--- src/rtl/pam_pkg.sv ---
package pam_pkg;
  localparam int unsigned DEF_W = 8;

  function automatic logic maj3(input logic p, input logic q, input logic r);
    return (p & q) | (p & r) | (q & r);
  endfunction
endpackage

--- src/rtl/pam_csa_row.sv ---
module pam_csa_row #(
  parameter int unsigned W = pam_pkg::DEF_W
) (
  input  logic [W-1:0] a_i,
  input  logic         mbit_i,
  input  logic [W-1:0] s_i,
  input  logic [W-1:0] c_i,
  input  logic [W-2:0] lo_i,
  output logic [W-1:0] s_o,
  output logic [W-1:0] c_o,
  output logic [W-1:0] lo_o
);
  localparam int unsigned TW = W + 2;

  logic [W-1:0] pp, fs, fc;

  assign pp = a_i & {W{mbit_i}};

  for (genvar j = 0; j < W; j++) begin : g_cell
    assign fs[j] = s_i[j] ^ c_i[j] ^ pp[j];
    assign fc[j] = pam_pkg::maj3(s_i[j], c_i[j], pp[j]);
  end

  // weight drops by one: bit 0 of the sum is a finished product bit
  assign s_o  = {1'b0, fs[W-1:1]};
  assign c_o  = fc;
  assign lo_o = {fs[0], lo_i};

  logic [TW-1:0] in_tot, out_tot;
  assign in_tot  = TW'(s_i) + TW'(c_i) + TW'(pp);
  assign out_tot = ((TW'(s_o) + TW'(c_o)) << 1) + TW'(lo_o[W-1]);

  always_comb begin
    assert_row_value_R1: assert (in_tot == out_tot);
  end
endmodule

--- src/rtl/pam_final_add.sv ---
module pam_final_add #(
  parameter int unsigned W = pam_pkg::DEF_W
) (
  input  logic           clk_i,
  input  logic           rst_ni,
  input  logic           valid_i,
  input  logic [W-1:0]   s_i,
  input  logic [W-1:0]   c_i,
  input  logic [W-1:0]   lo_i,
  output logic           valid_o,
  output logic [2*W-1:0] result_o
);
  logic [W:0] hi_sum;

  assign hi_sum = {1'b0, s_i} + {1'b0, c_i};

  always_ff @(posedge clk_i or negedge rst_ni) begin
    if (!rst_ni) begin
      valid_o  <= 1'b0;
      result_o <= '0;
    end else begin
      valid_o <= valid_i;
      if (valid_i) result_o <= {hi_sum[W-1:0], lo_i};
    end
  end

  assert_no_overflow_R3: assert property (@(posedge clk_i) disable iff (!rst_ni)
    valid_i |-> !hi_sum[W]);
endmodule

--- src/rtl/pipe_array_mac.sv ---
module pipe_array_mac #(
  parameter int unsigned WIDTH = pam_pkg::DEF_W
) (
  input  logic               clk_i,
  input  logic               rst_ni,
  input  logic               valid_i,
  input  logic [WIDTH-1:0]   a_i,
  input  logic [WIDTH-1:0]   x_i,
  input  logic [WIDTH-1:0]   y_i,
  output logic               valid_o,
  output logic [2*WIDTH-1:0] result_o
);
  localparam int unsigned W   = WIDTH;
  localparam int unsigned LAT = W + 1;
  localparam int unsigned CW  = $clog2(LAT + 2);

  logic         st_vld [W+1];
  logic [W-1:0] st_s   [W+1];
  logic [W-1:0] st_c   [W+1];
  logic [W-1:0] st_lo  [W+1];
  logic [W-1:0] st_a   [W];
  logic [W-1:0] st_x   [W];

  // addend takes the top row's zero slot
  assign st_vld[0] = valid_i;
  assign st_s[0]   = y_i;
  assign st_c[0]   = '0;
  assign st_lo[0]  = '0;
  assign st_a[0]   = a_i;
  assign st_x[0]   = x_i;

  for (genvar r = 0; r < W; r++) begin : g_row
    logic [W-1:0] s_n, c_n, lo_n;
    logic         vld_q;
    logic [W-1:0] s_q, c_q, lo_q;

    pam_csa_row #(.W(W)) u_row (
      .a_i    (st_a[r]),
      .mbit_i (st_x[r][0]),
      .s_i    (st_s[r]),
      .c_i    (st_c[r]),
      .lo_i   (st_lo[r][W-1:1]),
      .s_o    (s_n),
      .c_o    (c_n),
      .lo_o   (lo_n)
    );

    always_ff @(posedge clk_i or negedge rst_ni) begin
      if (!rst_ni) begin
        vld_q <= 1'b0;
        s_q   <= '0;
        c_q   <= '0;
        lo_q  <= '0;
      end else begin
        vld_q <= st_vld[r];
        s_q   <= s_n;
        c_q   <= c_n;
        lo_q  <= lo_n;
      end
    end

    assign st_vld[r+1] = vld_q;
    assign st_s[r+1]   = s_q;
    assign st_c[r+1]   = c_q;
    assign st_lo[r+1]  = lo_q;

    // operand bits travel only while a later row still needs them
    if (r < W - 1) begin : g_fwd
      logic [W-1:0] a_q, x_q;
      always_ff @(posedge clk_i or negedge rst_ni) begin
        if (!rst_ni) begin
          a_q <= '0;
          x_q <= '0;
        end else begin
          a_q <= st_a[r];
          x_q <= {1'b0, st_x[r][W-1:1]};
        end
      end
      assign st_a[r+1] = a_q;
      assign st_x[r+1] = x_q;
    end
  end

  pam_final_add #(.W(W)) u_cpa (
    .clk_i    (clk_i),
    .rst_ni   (rst_ni),
    .valid_i  (st_vld[W]),
    .s_i      (st_s[W]),
    .c_i      (st_c[W]),
    .lo_i     (st_lo[W]),
    .valid_o  (valid_o),
    .result_o (result_o)
  );

  // operations accepted but not yet delivered
  logic [CW-1:0] fly_q;
  always_ff @(posedge clk_i or negedge rst_ni) begin
    if (!rst_ni) fly_q <= '0;
    else         fly_q <= fly_q + CW'(valid_i) - CW'(valid_o);
  end

  assert_out_has_op_R5: assert property (@(posedge clk_i) disable iff (!rst_ni)
    valid_o |-> (fly_q != '0));

  assert_fly_bound_R4: assert property (@(posedge clk_i) disable iff (!rst_ni)
    fly_q <= CW'(LAT));

  assert_result_bound_R3: assert property (@(posedge clk_i) disable iff (!rst_ni)
    valid_o |-> (result_o <= {{W{1'b1}}, {W{1'b0}}}));
endmodule

--- config.mk ---
export PLATFORM = sky130hd
export DESIGN_NAME = pipe_array_mac
export DESIGN_NICKNAME = d
export VERILOG_FILES = /design/src/rtl/pam_pkg.sv /design/src/rtl/pam_csa_row.sv /design/src/rtl/pam_final_add.sv /design/src/rtl/pipe_array_mac.sv
export SDC_FILE = /design/constraint.sdc
export NUM_CORES = 1
export LEC_CHECK = 0
export CELL_PAD_IN_SITES_DETAIL_PLACEMENT = 0
export CELL_PAD_IN_SITES_GLOBAL_PLACEMENT = 1
export CORE_ASPECT_RATIO = 1.1
export CORE_MARGIN = 8
export CORE_UTILIZATION = 45
export CTS_CLUSTER_SIZE = 12
export DETAILED_ROUTE_END_ITERATION = 8
export PLACE_DENSITY = 0.75
export REMOVE_ABC_BUFFERS = 1
export SYNTH_ARGS = -nofsm -noshare
export SYNTH_HDL_FRONTEND = slang
export SYNTH_SLANG_ARGS = --single-unit
--- constraint.sdc ---
create_clock -name clk_i -period 5 [get_ports clk_i]
set_input_delay 1.5 -clock clk_i [delete_from_list [all_inputs] [get_ports clk_i]]
set_output_delay 1.5 -clock clk_i [all_outputs]
set_load 0.02 [all_outputs]
### After elaboration in Yosys (flattened, before gate mapping)

Index checks and enable logic that the tools add are counted.
Widths: inputs -> output; s select.

* input port bits: 27
* output and inout bits: 17
* memories kept: 0
* latch bits: 0
* bits in registers: 265
* bits in writable memories: 0
* memory bits (read-only): 0

* muxes and demuxes: 0
* $add $sub $neg: 1
* $lt $le $gt $ge: 0
* div/mod/pow operators: 0
* bitwise operators: 381
* reductions and logical operators: 0
* $mul: 0
* equal/unequal tests: 0
* shift operators: 0

Operators by type and width (number)
* $and 1x1->1: 162
* $xor 1x1->1: 113
* $or 1x1->1: 98
* $and 8x8->8: 8
* $add 7x8->8: 1

### Depth between registers and ports, before layout

* word-level depth: 4
* mapped depth: 7

### By module

A second synthesis with hierarchy kept.

* cell total of the unflattened synthesis: 830
* area total of the unflattened synthesis: 10945.5 um2

By module, submodules not included
* pipe_array_mac: instances 1, sequential area each 6931.6 um2, area an instance 6935.4 um2, cells each 278
* pam_csa_row: instances 8, sequential area each 0.0 um2, area an instance 379.1 um2, cells each 58
* pam_final_add: instances 1, sequential area each 425.4 um2, area an instance 977.2 um2, cells each 88

### Worst setup path before layout

OpenSTA, ideal clock, no wires.

* path type: in2reg
* start point: input a_i[0]
* end point: register g_row[0].lo_q[7]
* library setup time: 0.126 ns
* arrival time: 1.887 ns
* data required time: 4.874 ns
* cell stages on the path: 2
* buffers on the path: 0
* setup slack: 2.987 ns
* cell sequence: and2_1 -> ha_1

* cells in the longest elaborated chain, start to end: 2

RTL lines
* from (decl): line pipe_array_mac.sv:7 `input logic [WIDTH-1:0] a_i,`
* $and 8x8->8: line pam_csa_row.sv:17 `assign pp = a_i & {W{mbit_i}};`
* $xor 1x1->1: line pam_csa_row.sv:20 `assign fs[j] = s_i[j] ^ c_i[j] ^ pp[j];`
* net g_row[0].lo_n[7]: line pipe_array_mac.sv:33 `logic [W-1:0] s_n, c_n, lo_n;`
* to (signal assigned): line pipe_array_mac.sv:58 `lo_q <= lo_n;`
* to (decl): line pipe_array_mac.sv:35 `logic [W-1:0] s_q, c_q, lo_q;`

The timed path passes the listed nets, and every way through them passes these cells.
A chain may end at the register's enable or synchronous reset.

### Worst setup path after layout

* start point: register u_cpa.result_o[1]
* end point: output result_o[1]

RTL lines
* from (decl): line pam_final_add.sv:11 `output logic [2*W-1:0] result_o`
* from (signal assigned): line pam_final_add.sv:23 `if (valid_i) result_o <= {hi_sum[W-1:0], lo_i};`
* to (decl): line pipe_array_mac.sv:11 `output logic [2*WIDTH-1:0] result_o`

No word-level cell between the ends.

==> impl_metrics.toml <==
[detailed_routing]
wirelength_um = 11000
drc = 0
viasPerCell = 4.26
drtIter0Drc = 174
vias = 4235
wl_per_cell_um = 11.1
drtPass1Iterations = 3
antenna_left = 0

[synth]
synth_cells = 655
postSynth.asyncResetShare_pct = 100
netlist-cell-type-count = 27
synth_edf_count = 0
synth_ff_type = "dfrtp_1"
synth_area_mm2 = 0.00934
ys_seq_area_share_pct = 71.0
synth_warnings = 0
synth-seq-cells = 265
syn_avg_cell_area_um2 = 14.3

[setup_path]
cp_slowest_cell = "clkdlybuf4s50_1"
critPathMaxFanout = 2
crit_path_start = "u_cpa.result_o[1]$_DFFE_PN0P_"
crit_arrival_ns = 1.49
crit_buf_inv = 1
r2r-end = "u_cpa.result_o[14]$_DFFE_PN0P_"
slowest_delay_ns = 0.63
cp-end-kind = "output pin"
r2r-start = "g_row[7].s_q[0]$_DFF_PN0_"
crit_family = "buffers and inverters"
path_class = "register to output pin"
startpoint_type = "register"
critPathCapture = "result_o[1]"
cp_cell_sequence = "clkdlybuf4s50_1"
cp_data_required_time_ns = 3.50
path_depth = 1
reg2reg_slack_ns = 3.25
r2r_cells = 7

[place]
portBuffers = 43
hpwl_um = 7250
dp_cells = 954
gp_congestion = 0.765

[die]
rows = 55
start_util_pct = 45.7
core-area_mm2 = 0.0204
dieArea_mm2 = 0.0256
io-pin-count = 44
fp.dieW_um = 153
die_y_um = 167

[global_routing]
antenna_found_initial = 0
overflow = 0
grt_max_degree = 115
grt.busiest_layer = "met2"
met3_usage_pct = 2.56
grt_pass1_wl_um = 20500
grt.met2_usage_pct = 18.3
grt_usage_pct = 9.47
grt_pass1_vias = 4798
gr-usage-met1_pct = 9.45

[min_path]
hold_path.class = "register to register"

[cells_and_area]
area_growth_pct = 16.8
utilization_pct = 53.4
fillers = 1664
nets = 826
final_cells = 993
diodes = 0
layout_commonest_cell = "dfrtp_1"
mostFrequentLayoutCells = "dfrtp_1 (265), inv_1 (202), nand2_1 (50), fa_1 (50), clkdlybuf4s50_1 (42)"
drive_gt1_share_pct = 6.78

[run]
drv_cap = 0

[power_and_ir_drop]
irDropWorstVdd_mv = 0.276
power_density_mw_per_mm2 = 498
power.leakage_nw = 5.58

[cts]
cts_buffers = 27
clk_pin_slew_ns = 0.06
clock_sinks = 265
cts_tree = "built"
cts_setup_buffers = 0
cts_resized = 0
htree_num_levels = 1
cts-root-buf = "clkbuf_16"
ctsHoldBuffers = 0
clk-insertion-delay-late_ns = 0.51
clockBufferDepth = 3

[status]
status = "finished, final reports clean"

[timing]
setup_viol = 0
tightest_slew_ns = 0.859
rsz0062_at_grt = "false"
period_share_pct = 59.7
relSlewSlack_pct = 42.7
finalCriticalPeriod_ns = 2.99
drv_slew = 0
skew_ns = 0.0116
hold_viol_final = 0
setup_tns_ns = 0
max_freq_mhz = 335
whs_ns = 0.341
how the worst min path moves through the flow:
stage / start / end / slack (ns) / cells after the start
after detailed placement: g_row[0].g_fwd.x_q[5]$_DFF_PN0_ / g_row[1].g_fwd.x_q[4]$_DFF_PN0_ / 0.33 / 0
after global placement: g_row[6].lo_q[3]$_DFF_PN0_ / g_row[7].lo_q[2]$_DFF_PN0_ / 0.33 / 0
after CTS: g_row[5].g_fwd.x_q[1]$_DFF_PN0_ / g_row[6].g_fwd.x_q[0]$_DFF_PN0_ / 0.34 / 0
final: g_row[5].g_fwd.x_q[1]$_DFF_PN0_ / g_row[6].g_fwd.x_q[0]$_DFF_PN0_ / 0.34 / 0
after global routing: g_row[1].g_fwd.x_q[2]$_DFF_PN0_ / g_row[2].g_fwd.x_q[1]$_DFF_PN0_ / 0.35 / 0
after floorplan: g_row[0].g_fwd.x_q[1]$_DFF_PN0_ / g_row[1].g_fwd.x_q[0]$_DFF_PN0_ / 0.33 / 0
sequential cells by signal, summed over array words and instances, names as in the netlist:
signal and count:
g_row.c_q 64, g_row.s_q 56, u_cpa.result_o 16, g_row.lo_q 36
g_row.g_fwd.x_q 28, g_row.g_fwd.a_q 56, g_row.vld_q 8, u_cpa.valid_o 1
metal layers:
layer	vias to the layer above	routed length (um)	share of wire, %
met3	26	578	5.3
met4	0	280	2.5
li1	2003	-	-
met5	-	0	0
met2	66	5980	54
met1	2140	4160	38
cells by family (layout without fill, tap and decap cells):
group / count (synthesis) / count (layout) / share of synthesized area (%)
flops: 265 / 265 / 71.0
buf+inv: 205 / 287 / 8.27
simple gates: 75 / 75 / 3.68
fa+ha+maj: 72 / 72 / 13.7
compound gates: 21 / 21 / 1.41
mux: 15 / 15 / 1.77
xor+xnor: 2 / 2 / 0.188
power by group:
group	switching [mW]	total, mW	internal, mW
registers	0.135	2.70	2.57
clock network	0.712	1.79	1.08
logic	0.517	0.931	0.414
total	1.36	5.43	4.06
cells in the mapped netlist, types with 2 or more instances:
master	n	area (um^2)
fa_1	50	1000
and2_1	15	93.8
nor2_1	3	11.3
dfrtp_1	265	6630
nand3b_1	2	15.0
inv_1	202	758
nand2_1	50	188
a21oi_1	5	25.0
o21ai_0	6	30.0
mux2i_1	3	30.0
nand3_1	2	10.0
o211ai_1	3	22.5
a211oi_1	2	15.0
mux2_2	12	135
buf_2	2	10.0
ha_1	22	275
stage by stage:
stage                     cell area [um^2]  setup slack [ns]  power, mW
after global placement               10100              2.37       3.65
after floorplan                       9320              2.99       3.35
after CTS                            10900              1.97       5.54
after global routing                 10900              1.95       5.81
after detailed placement             10100              2.32       3.70
final                                10900              2.01       5.43
layout make-up:
cell class | instances | area [um^2] | share of cell area (%)
sequential | 265 | 6630 | 60.8
multi-input combinational | 185 | 1930 | 17.7
inverter | 202 | 758 | 6.95
clock buffer | 37 | 753 | 6.91
timing repair buffer | 46 | 470 | 4.31
tap | 256 | 320 | 2.94
clock inverter | 2 | 37.5 | 0.344
Power figures use the tool's default switching activity.
